[src/rtl/tpa_pkg.sv]
package tpa_pkg;
  localparam int CTL_W      = 6;
  localparam int B_C1_EN    = 0;
  localparam int B_C1_RISE  = 1;
  localparam int B_PORT_SEL = 2;
  localparam int B_C2_EN    = 3;
  localparam int B_C2_RISE  = 4;
  localparam int B_C2_OUT   = 5;
  localparam int NUM_PORTS  = 2;
  localparam int NUM_LINES  = 2;
endpackage

[src/rtl/tpa_line_sync.sv]
module tpa_line_sync #(
  parameter int STAGES = 2
) (
  input  logic clk,
  input  logic rst,
  input  logic pin,
  output logic lvl_new,
  output logic changed
);
  logic [STAGES-1:0] sh_q;
  logic              lvl_q;

  always_ff @(posedge clk) begin
    if (rst) begin
      sh_q  <= '0;
      lvl_q <= 1'b0;
    end else begin
      sh_q  <= {sh_q[STAGES-2:0], pin};
      lvl_q <= sh_q[STAGES-1];
    end
  end

  assign lvl_new = sh_q[STAGES-1];
  assign changed = sh_q[STAGES-1] ^ lvl_q;
endmodule

[src/rtl/tpa_port.sv]
module tpa_port
  import tpa_pkg::*;
#(
  parameter int DW          = 8,
  parameter int SYNC_STAGES = 2
) (
  input  logic          clk,
  input  logic          rst,
  input  logic          wr_data,
  input  logic          wr_ctl,
  input  logic          rd_data,
  input  logic [DW-1:0] wdata,
  input  logic [DW-1:0] pin_in,
  input  logic          c1_pin,
  input  logic          c2_pin,
  output logic [DW-1:0] out_q,
  output logic [DW-1:0] ddr_q,
  output logic [DW-1:0] data_view,
  output logic [DW-1:0] ctl_view,
  output logic          irq_q
);
  logic [DW-1:0]        in_q;
  logic [CTL_W-1:0]     ctl_q, ctl_d;
  logic                 f1_q, f2_q, f1_d, f2_d;
  logic [NUM_LINES-1:0] line_pin, line_new, line_chg;
  logic                 c1_hit, c2_hit, clr_req;

  assign line_pin = {c2_pin, c1_pin};

  for (genvar l = 0; l < NUM_LINES; l++) begin : g_line
    tpa_line_sync #(.STAGES(SYNC_STAGES)) u_sync (
      .clk     (clk),
      .rst     (rst),
      .pin     (line_pin[l]),
      .lvl_new (line_new[l]),
      .changed (line_chg[l])
    );
  end

  assign c1_hit  = line_chg[0] && (line_new[0] == ctl_q[B_C1_RISE]);
  assign c2_hit  = line_chg[1] && (line_new[1] == ctl_q[B_C2_RISE]) && !ctl_q[B_C2_OUT];
  assign clr_req = rd_data && ctl_q[B_PORT_SEL];

  // a set arriving with a clear wins
  assign f1_d  = c1_hit | (f1_q & ~clr_req);
  assign f2_d  = c2_hit | (f2_q & ~clr_req);
  assign ctl_d = wr_ctl ? wdata[CTL_W-1:0] : ctl_q;

  always_ff @(posedge clk) begin
    if (rst) begin
      out_q <= '0;
      ddr_q <= '0;
      in_q  <= '0;
      ctl_q <= '0;
      f1_q  <= 1'b0;
      f2_q  <= 1'b0;
      irq_q <= 1'b0;
    end else begin
      in_q  <= pin_in;
      ctl_q <= ctl_d;
      f1_q  <= f1_d;
      f2_q  <= f2_d;
      irq_q <= (f1_d & ctl_d[B_C1_EN]) |
               (f2_d & ctl_d[B_C2_EN] & ~ctl_d[B_C2_OUT]);
      if (wr_data) begin
        if (ctl_q[B_PORT_SEL]) out_q <= wdata;
        else                   ddr_q <= wdata;
      end
    end
  end

  always_comb begin
    if (ctl_q[B_PORT_SEL]) data_view = (in_q & ~ddr_q) | (out_q & ddr_q);
    else                   data_view = ddr_q;
    ctl_view              = '0;
    ctl_view[CTL_W-1:0]   = ctl_q;
    ctl_view[DW-1]        = f1_q;
    ctl_view[DW-2]        = f2_q & ~ctl_q[B_C2_OUT];
  end

  // a port read with no new edge leaves C1 clear
  a_r6_read_clears: assert property (@(posedge clk) disable iff (rst)
    (clr_req && !c1_hit) |=> !f1_q);
  // no qualified change, no C1 flag
  a_r7_no_spurious_c1: assert property (@(posedge clk) disable iff (rst)
    (!c1_hit && !f1_q) |=> !f1_q);
  // C2 in output mode never raises its flag
  a_r8_c2_output_quiet: assert property (@(posedge clk) disable iff (rst)
    (ctl_q[B_C2_OUT] && !f2_q) |=> !f2_q);
  // both enables off keeps the request low
  a_r9_irq_masked: assert property (@(posedge clk) disable iff (rst)
    (!wr_ctl && !ctl_q[B_C1_EN] && !ctl_q[B_C2_EN]) |=> !irq_q);
endmodule

[src/rtl/tpa_top.sv]
module tpa_top
  import tpa_pkg::*;
#(
  parameter int DW          = 8,
  parameter int SYNC_STAGES = 2
) (
  input  logic          clk,
  input  logic          rst,
  input  logic [1:0]    bus_addr,
  input  logic          bus_wr,
  input  logic          bus_rd,
  input  logic [DW-1:0] bus_wdata,
  output logic [DW-1:0] bus_rdata,
  input  logic [DW-1:0] pa_in,
  input  logic          pa_c1,
  input  logic          pa_c2,
  output logic [DW-1:0] pa_out,
  output logic [DW-1:0] pa_dir,
  output logic          irq_a,
  input  logic [DW-1:0] pb_in,
  input  logic          pb_c1,
  input  logic          pb_c2,
  output logic [DW-1:0] pb_out,
  output logic [DW-1:0] pb_dir,
  output logic          irq_b
);
  logic [DW-1:0] p_in   [NUM_PORTS];
  logic [DW-1:0] p_out  [NUM_PORTS];
  logic [DW-1:0] p_dir  [NUM_PORTS];
  logic [DW-1:0] p_dv   [NUM_PORTS];
  logic [DW-1:0] p_cv   [NUM_PORTS];
  logic          p_c1   [NUM_PORTS];
  logic          p_c2   [NUM_PORTS];
  logic          p_irq  [NUM_PORTS];

  // offset bit 1 picks the port, bit 0 picks control over data
  logic sel_port, sel_ctl;
  assign sel_port = bus_addr[1];
  assign sel_ctl  = bus_addr[0];

  assign p_in[0] = pa_in;  assign p_c1[0] = pa_c1;  assign p_c2[0] = pa_c2;
  assign p_in[1] = pb_in;  assign p_c1[1] = pb_c1;  assign p_c2[1] = pb_c2;

  for (genvar g = 0; g < NUM_PORTS; g++) begin : g_port
    localparam logic PIDX = 1'(g);
    logic hit;
    assign hit = (sel_port == PIDX);
    tpa_port #(.DW(DW), .SYNC_STAGES(SYNC_STAGES)) u_port (
      .clk       (clk),
      .rst       (rst),
      .wr_data   (bus_wr && hit && !sel_ctl),
      .wr_ctl    (bus_wr && hit && sel_ctl),
      .rd_data   (bus_rd && hit && !sel_ctl),
      .wdata     (bus_wdata),
      .pin_in    (p_in[g]),
      .c1_pin    (p_c1[g]),
      .c2_pin    (p_c2[g]),
      .out_q     (p_out[g]),
      .ddr_q     (p_dir[g]),
      .data_view (p_dv[g]),
      .ctl_view  (p_cv[g]),
      .irq_q     (p_irq[g])
    );
  end

  always_ff @(posedge clk) begin
    if (rst)         bus_rdata <= '0;
    else if (bus_rd) bus_rdata <= sel_ctl ? p_cv[sel_port] : p_dv[sel_port];
  end

  assign pa_out = p_out[0];
  assign pa_dir = p_dir[0];
  assign irq_a  = p_irq[0];
  assign pb_out = p_out[1];
  assign pb_dir = p_dir[1];
  assign irq_b  = p_irq[1];

  // read data holds while no read is strobed
  a_r12_rdata_hold: assert property (@(posedge clk) disable iff (rst)
    !bus_rd |=> $stable(bus_rdata));
  // a write at port A offsets leaves port B buses unchanged
  a_r1_port_isolation: assert property (@(posedge clk) disable iff (rst)
    (bus_wr && !sel_port) |=> ($stable(pb_out) && $stable(pb_dir)));
endmodule

[config.mk]
export PLATFORM = sky130hd
export DESIGN_NAME = tpa_top
export DESIGN_NICKNAME = d
export VERILOG_FILES = /design/src/rtl/tpa_pkg.sv /design/src/rtl/tpa_line_sync.sv /design/src/rtl/tpa_port.sv /design/src/rtl/tpa_top.sv
export SDC_FILE = /design/constraint.sdc
export NUM_CORES = 1
export LEC_CHECK = 0
export ABC_AREA = 1
export BUFFER_PORTS_ARGS = -buffer_cell sky130_fd_sc_hd__buf_2
export CAP_MARGIN = 20
export CORE_MARGIN = 2
export CORE_UTILIZATION = 40
export DETAILED_ROUTE_END_ITERATION = 10
export PLACE_DENSITY = 0.71
export SYNTH_ARGS = -nofsm -noshare
export SYNTH_HDL_FRONTEND = slang
export SYNTH_SLANG_ARGS = --single-unit
[constraint.sdc]
create_clock -name clk -period 2.5 [get_ports clk]
set_clock_uncertainty 0.2 [all_clocks]
set_input_delay 0 -clock clk [delete_from_list [all_inputs] [get_ports clk]]
set_output_delay 0 -clock clk [all_outputs]
set_load 0.005 [all_outputs]
Word-level counts from Yosys, hierarchy flattened
Cells that the tools add are included.
Widths: inputs -> output; s select.
{ "op_classes": {"magnitude_cmp": 1, "n_eq_ne": 4, "muxes": 11, "n_bitwise": 40, "n_reduce_logical": 25} }
{ "op_table": {"columns": ["cell", "count"], "rows": [
  ["$mux 8", 9],
  ["$and 8x8->8", 4],
  ["$logic_and 1x1->1", 18],
  ["$not 8->8", 2],
  ["$or 8x8->8", 2],
  ["$and 1x1->1", 12],
  ["$mux 6", 2],
  ["$not 1->1", 9],
  ["$reduce_and 2->1", 4],
  ["$or 1x1->1", 6],
  ["$eq 1x1->1", 4],
  ["$xor 1x1->1", 4],
  ["$logic_not 1->1", 3],
  ["$ge 2x2->1 const B", 1],
  ["$not 1->2", 1]
]} }
{ "word_totals": {"reg_bits": 86, "out_inout_bits": 42, "wordCells": 106} }

Depth between registers and ports, before layout
Gate-level depths: netlist of run 1.
{ "depth": {"ltp_word": 10, "ltp_mapped": 9} }

By module
From an unflattened synthesis of run 1, not the netlist that was laid out.
{ "hier_totals": {"cells_unflattened": 506, "area_unflattened_um2": 3647.2} }
{ "by_module_without_submodules": {"columns": ["mod", "instances", "cells_each", "area_per_inst_um2", "seq_area_each_um2"], "rows": [
  ["tpa_port", 2, 177, 1330.0, 660.6],
  ["tpa_top", 1, 100, 596.8, 160.2],
  ["tpa_line_sync", 4, 13, 97.6, 60.1]
]} }

Worst setup path after synthesis of run 1
OpenSTA, ideal clock, no wires.
{ "synth_timing": {"path_kind": "reg-to-reg", "startpoint": "register g_port[0].u_port.ctl_q[2]", "endpoint": "register g_port[0].u_port.ddr_q[6]", "setup_time_ns": 0.119, "arrival_time_ns": 1.018, "required_ns": 2.181, "path_slack_ns": 1.162, "path_stages_with_launch": 7, "period_less_slack_ns": 1.338, "path_cell_list": "dfxtp_1 -> buf_2 -> inv_1 -> nand3_1 -> buf_2 -> o21ai_0 -> a21oi_1"} }
{ "synth_between": {"elab_chain_cells": 2} }
{ "synth_lines": {"columns": ["element", "line", "rtl"], "rows": [
  ["start: declaration", "tpa_port.sv:23", "logic [CTL_W-1:0] ctl_q, ctl_d;"],
  ["start signal: assignment", "tpa_port.sv:60", "ctl_q <= ctl_d;"],
  ["$not 1->1 (no source line)", null, null],
  ["$reduce_and 2->1 (no source line)", null, null],
  ["end signal: assignment", "tpa_port.sv:67", "else ddr_q <= wdata;"],
  ["end: declaration", "tpa_port.sv:17", "output logic [DW-1:0] ddr_q,"]
]} }
No other way between the ends.
A chain may end at the register's enable or synchronous reset.

Worst setup path after layout of run 1
{ "layout_timing": {"startpoint": "register g_port[0].u_port.ctl_q[2]", "endpoint": "register g_port[0].u_port.ddr_q[1]"} }
Same word-level chain as after synthesis.

==> results.sh, run 1 <==
export IMPL_via_per_inst=4.87
export IMPL_routed_wl_um=9180
export IMPL_cp_required_ps=2570
export IMPL_io_pins=76
export IMPL_clock_sinks=86
export IMPL_dieArea_um2=9410
export IMPL_relSlewSlack_pct=52.0
export IMPL_io_buffers=75
export IMPL_dp_hpwl_um=6320
export IMPL_start_kind="register"
export IMPL_dr_pass1_iters=5
export IMPL_die_h_um=97.0
export IMPL_setup_viol=0
export IMPL_min_period_ps=1940
export IMPL_routedWlPerCell_um=13.3
export IMPL_powerDensity_nw_per_um2=605
export IMPL_fin_crit_sh_pct=77.5
export IMPL_layout_common_cells="dfxtp_1 (86), inv_1 (85), buf_2 (75)"
export IMPL_cts_tree="done"
export IMPL_grt_pass1_vias=3185
export IMPL_synth_fp_nets=519
export IMPL_worst_slew_pin_slew_ps=720
export IMPL_max_freq_mhz=516
export IMPL_clk_latency_ps=350
export IMPL_cts_repair_resized=0
export IMPL_die_x_um=97.0
export IMPL_fin_setup_tns_ps=0
export IMPL_worstPathArrival_ps=2010
export IMPL_vias=3356
export IMPL_diodes=0
export IMPL_drt_iter0_markers=209
export IMPL_grt_usage_pct=19.5
export IMPL_synthToLayoutAreaGrowth_pct=25.8
export IMPL_synth_avg_cell_area_um2=7.14
export IMPL_clk_pin_slew_ps=80
export IMPL_fillers=805
export IMPL_grt_pass1_wl_um=14800
export IMPL_slew_violations=0
export IMPL_ys_warnings_count=0
export IMPL_synth_seq_cells=86
export IMPL_gp_congestion=0.924
export IMPL_rows=33
export IMPL_synth_cell_types=18
export IMPL_start_util_pct=41.7
export IMPL_rsz0062_at_grt="false"
export IMPL_final_common_cell="dfxtp_1"
export IMPL_drv_cap=0
export IMPL_core_area_um2=8300
export IMPL_whs_ps=16.1
export IMPL_crit_type="reg2reg"
export IMPL_grt_overflow=0
export IMPL_cts_buffers_inserted=9
export IMPL_hold_class="in2reg"
export IMPL_cp_max_fo=17
export IMPL_drive_above_1_share_pct=16.3
export IMPL_synth_area_um2=3460
export IMPL_h_tree_depth=3
export IMPL_status="completed"
export IMPL_grt_antenna_before_repair=0
export IMPL_post_cts_buffers=0
export IMPL_root_buffer="clkbuf_8"
export IMPL_syn_inst=485
export IMPL_ys_seq_area_share_pct=49.7
export IMPL_finalHoldViolCount=0
export IMPL_drc=0
export IMPL_nets=614
export IMPL_cts_buffer_depth=2
export IMPL_vdd_drop_max_mv=0.421
export IMPL_ant_nets=0
export IMPL_endpoint_kind="register"
export IMPL_grt_max_degree=46
export IMPL_leakage_nw=2.06
-- worst max-delay path, stage by stage, from the launching register on --
cell	delay [ps]
dfxtp_1	670
inv_1	170
nand3_1	470
o21ai_0	190
a21oi_1	170
-- final cells by class --
cell class,instances,area (µm²),share of cell area [%]
Inverter,86,323,7.41
Clock buffer,12,155,3.56
Timing Repair Buffer,108,701,16.1
Clock inverter,3,20.0,0.460
Tap cell,105,131,3.02
Sequential cell,86,1720,39.5
Multi-Input combinational cell,289,1300,29.9
-- timing repair --
item	4_1_cts	5_1_grt
hold buffers	31	0
endpoints found under the hold margin	71	0
endpoints found under the setup margin	0	0
-- Yosys cell counts --
cell type,number,area (µm²)
a21oi_1,52,260
a22oi_1,1,7.51
buf_1,6,22.5
buf_2,12,60.1
buf_4,2,15.0
clkbuf_1,3,11.3
clkbuf_2,1,5.00
dfxtp_1,86,1720
inv_1,85,319
inv_2,1,3.75
nand2_1,68,255
nand2_2,2,12.5
nand3_1,46,230
nor2_1,62,233
nor3_4,1,16.3
o21ai_0,49,245
o21ai_1,7,35.0
o21bai_1,1,7.51
-- worst paths after layout --
path / from / end / slack, ps / cells past startpoint
max reg2reg: g_port[0].u_port.ctl_q[2] / g_port[0].u_port.ddr_q[1] / 560 / 4
min reg2reg: g_port[0].u_port.g_line[1].u_sync.sh_q[0] / g_port[0].u_port.g_line[1].u_sync.sh_q[1] / 200 / 2
min: rst / g_port[0].u_port.g_line[0].u_sync.sh_q[0] / 20 / 3
max: g_port[0].u_port.ctl_q[2] / g_port[0].u_port.ddr_q[1] / 560 / 4
-- stage by stage --
stage / std cells / utilization (%) / area (µm²) / setup slack, ps / total power [mW]
6_report: 689 / 52.5 / 4350 / 562 / 2.63
5_1_grt: 689 / 52.5 / 4350 / 404 / 2.76
4_1_cts: 689 / 52.5 / 4350 / 600 / 2.65
3_5_place_dp: 643 / 46.6 / 3870 / 620 / 1.76
3_3_place_gp: 643 / 46.6 / 3870 / 686 / 1.75
2_1_floorplan: 485 / - / 3460 / 1160 / 1.65
-- flip-flops by register name (all words and copies together) (netlist names) --
signal,cells
g_port.u_port.f1_q,2
g_port.u_port.f2_q,2
g_port.u_port.g_line.u_sync.lvl_q,4
g_port.u_port.g_line.u_sync.sh_q,8
g_port.u_port.out_q,16
bus_rdata,8
g_port.u_port.ctl_q,12
g_port.u_port.in_q,16
g_port.u_port.ddr_q,16
g_port.u_port.irq_q,2
-- cell families (layout without fill, tap and decap cells) --
group | after synthesis | in the layout | synth area share, %
flops | 86 | 86 | 49.7
buf+inv | 110 | 209 | 12.6
compound gates | 110 | 110 | 16.1
simple gates | 179 | 179 | 21.6
-- where the power goes --
group | internal [mW] | switching (mW)
Sequential | 1.43 | 0.0359
Combinational | 0.126 | 0.176
Clock | 0.408 | 0.457
-- per-layer routing --
layer,vias to the layer above,track usage [%],part of all wire [%]
li1,1701,-,-
met1,1517,24.7,44
met2,119,32.1,46
met3,19,5.27,7.3
met4,0,7.04,2.6
met5,-,0,0
(Power assumes the default switching activity.)
==> run 2: changes to the inputs <==
--- a/config.mk
+++ b/config.mk
@@ -11,7 +11,7 @@
 export CORE_MARGIN = 2
 export CORE_UTILIZATION = 40
 export DETAILED_ROUTE_END_ITERATION = 10
-export PLACE_DENSITY = 0.71
+export PLACE_DENSITY = 0.73
 export SYNTH_ARGS = -nofsm -noshare
 export SYNTH_HDL_FRONTEND = slang
 export SYNTH_SLANG_ARGS = --single-unit
==> constraint.sdc (replaced) <==
create_clock -name clk -period 1.61 [get_ports clk]
set_clock_uncertainty 0.2 [all_clocks]
set_input_delay 0 -clock clk [delete_from_list [all_inputs] [get_ports clk]]
set_output_delay 0 -clock clk [all_outputs]
set_load 0.005 [all_outputs]
==> run 2 against run 1 <==
Clock-buffer cell count is 1 lower. Combinational power grew 80%. First-iteration DRC count is 3.3% lower. Design area increased by 8.9%. Global-route usage is 1.1 points higher. Largest cell class unchanged. Non-clock buffer count rose by 34. Power rose by 72%. Cell count increased by 5.1%. Die area stayed put. Core utilization increased by 4.7 points. Register-to-register slack worse by 370 ps. Routed wire length increased by 6.0%.
==> results.sh, run 2 (synthesis gave the netlist of run 1 again) <==
export IMPL_status="completed"
export IMPL_gp_congestion=0.913
export IMPL_setup_viol=0
export IMPL_finalHoldViolCount=0
export IMPL_start_kind="input port"
export IMPL_drc=0
export IMPL_endpoint_kind="register"
export IMPL_dp_worst_setup_slack_ps=197
export IMPL_p_seq_share_pct=50.0
export IMPL_final_cells=724
export IMPL_p_comb_share_pct=12.0
export IMPL_leakage_nw=2.29
export IMPL_grt_overflow=0
export IMPL_drt_iter0_markers=202
export IMPL_diodes=0
export IMPL_swShare_pct=24.5
export IMPL_start_util_pct=41.7
export IMPL_stdcell_area_um2=4740
export IMPL_worstPathArrival_ps=1580
export IMPL_p_total_mw=4.54
export IMPL_hold_class="reg2reg"
export IMPL_fin_crit_sh_pct=94.4
export IMPL_layout_setup_ws_ps=90.5
export IMPL_p_switching_mw=1.11
export IMPL_vias=3558
export IMPL_cp_max_fo=16
export IMPL_routedWlPerCell_um=13.4
export IMPL_routed_wl_um=9730
export IMPL_grt_antenna_before_repair=0
export IMPL_power_share_clock_pct=38.0
export IMPL_h_tree_depth=3
export IMPL_crit_type="in2reg"
export IMPL_synthToLayoutAreaGrowth_pct=37.0
export IMPL_grt_pass1_wl_um=15400
export IMPL_io_pins=76
export IMPL_dr_pass1_iters=5
export IMPL_grt_max_degree=41
export IMPL_dp_hpwl_um=6560
export IMPL_final_common_cell="dfxtp_1"
export IMPL_cts_buffers_inserted=9
export IMPL_max_freq_mhz=658
export IMPL_cts_tree="done"
export IMPL_die_x_um=97.0
export IMPL_relSlewSlack_pct=74.0
export IMPL_internal_power_mw=3.43
export IMPL_fin_setup_tns_ps=0
export IMPL_cp_required_ps=1670
export IMPL_io_buffers=75
export IMPL_min_period_ps=1520
export IMPL_numPlacedInstances=654
export IMPL_vdd_drop_max_mv=0.479
export IMPL_dpl_instance_area_um2=3950
export IMPL_core_area_um2=8300
export IMPL_die_h_um=97.0
export IMPL_cts_buffer_depth=2
export IMPL_worst_slew_pin_slew_ps=388
export IMPL_grt_pass1_vias=3268
export IMPL_slew_violations=0
export IMPL_nets=648
export IMPL_clk_pin_slew_ps=80
export IMPL_clock_sinks=86
export IMPL_root_buffer="clkbuf_8"
export IMPL_drv_cap=0
export IMPL_rsz0062_at_grt="false"
export IMPL_via_per_inst=4.91
export IMPL_grt_usage_pct=20.6
export IMPL_drive_above_1_share_pct=17.8
export IMPL_layout_common_cells="dfxtp_1 (86), inv_1 (85), buf_2 (74)"
export IMPL_dieArea_um2=9410
export IMPL_clk_latency_ps=360
export IMPL_powerDensity_nw_per_um2=958
export IMPL_rows=33
export IMPL_largest_registers="g_port.u_port.ddr_q (16), g_port.u_port.in_q (16), g_port.u_port.out_q (16)"
export IMPL_ant_nets=0
==> run 2: what timing repair did <==
item / 4_1_cts / 5_1_grt
gates resized for setup: 0 / 8
setup buffers: 0 / 1
hold buffers: 53 / 0
hold endpoints to repair: 86 / 0
endpoints found under the setup margin: 0 / 20
==> run 2: cell type report <==
| type | instances | area (µm²) |
|---|---|---|
| fillers | 771 | 3560 |
| well taps | 105 | 131 |
| multi-input cells | 289 | 1320 |
| clock buffers | 11 | 151 |
| flip-flops and latches | 86 | 1720 |
| inverters | 86 | 323 |
| clock inverters | 5 | 81.3 |
| repair buffers | 142 | 1020 |
==> run 2: path summary, 6_finish.rpt <==
kind | start | end | slack [ps] | cells after the start
worst max-delay path | bus_addr[1] | g_port[0].u_port.ddr_q[5] | 90 | 8
worst min-delay path | g_port[0].u_port.g_line[1].u_sync.sh_q[0] | g_port[0].u_port.g_line[1].u_sync.sh_q[1] | 200 | 2
worst max register to register | g_port[0].u_port.ctl_q[2] | bus_rdata[3] | 190 | 7
worst min register to register | g_port[0].u_port.g_line[1].u_sync.sh_q[0] | g_port[0].u_port.g_line[1].u_sync.sh_q[1] | 200 | 2
==> run 2: power by group through the flow <==
stage | Clock [mW] | Sequential, mW | Combinational (mW)
global placement | 0 | 2.32 | 0.421
CTS | 1.74 | 2.27 | 0.530
floorplan | 0 | 2.31 | 0.257
detailed placement | 0 | 2.32 | 0.430
finish | 1.73 | 2.27 | 0.545
global route | 1.83 | 2.28 | 0.608
==> run 2: worst max-delay path, stage by stage <==
cell and delay [ps]:
dlygate4sd3_1 540, clkbuf_4 200, nor2_1 200, buf_4 150
nand3_1 50, buf_4 190, o21ai_0 190, a21oi_1 60
==> run 2: per-stage QoR <==
stage	utilization [%]	hold slack, ps
after detailed placement	47.6	4.87
after floorplan	-	-93.0
final	57.1	202
after CTS	56.8	204
after global placement	47.6	1.01
after global routing	57.1	224
==> run 2: per-layer routing <==
metal | vias up | part of all wire (%) | track usage, %
met1 | 1585 | 42 | 25.3
li1 | 1772 | - | -
met4 | 0 | 3.7 | 11.1
met2 | 168 | 47 | 33.0
met5 | - | 0 | 0
met3 | 33 | 7.7 | 5.42
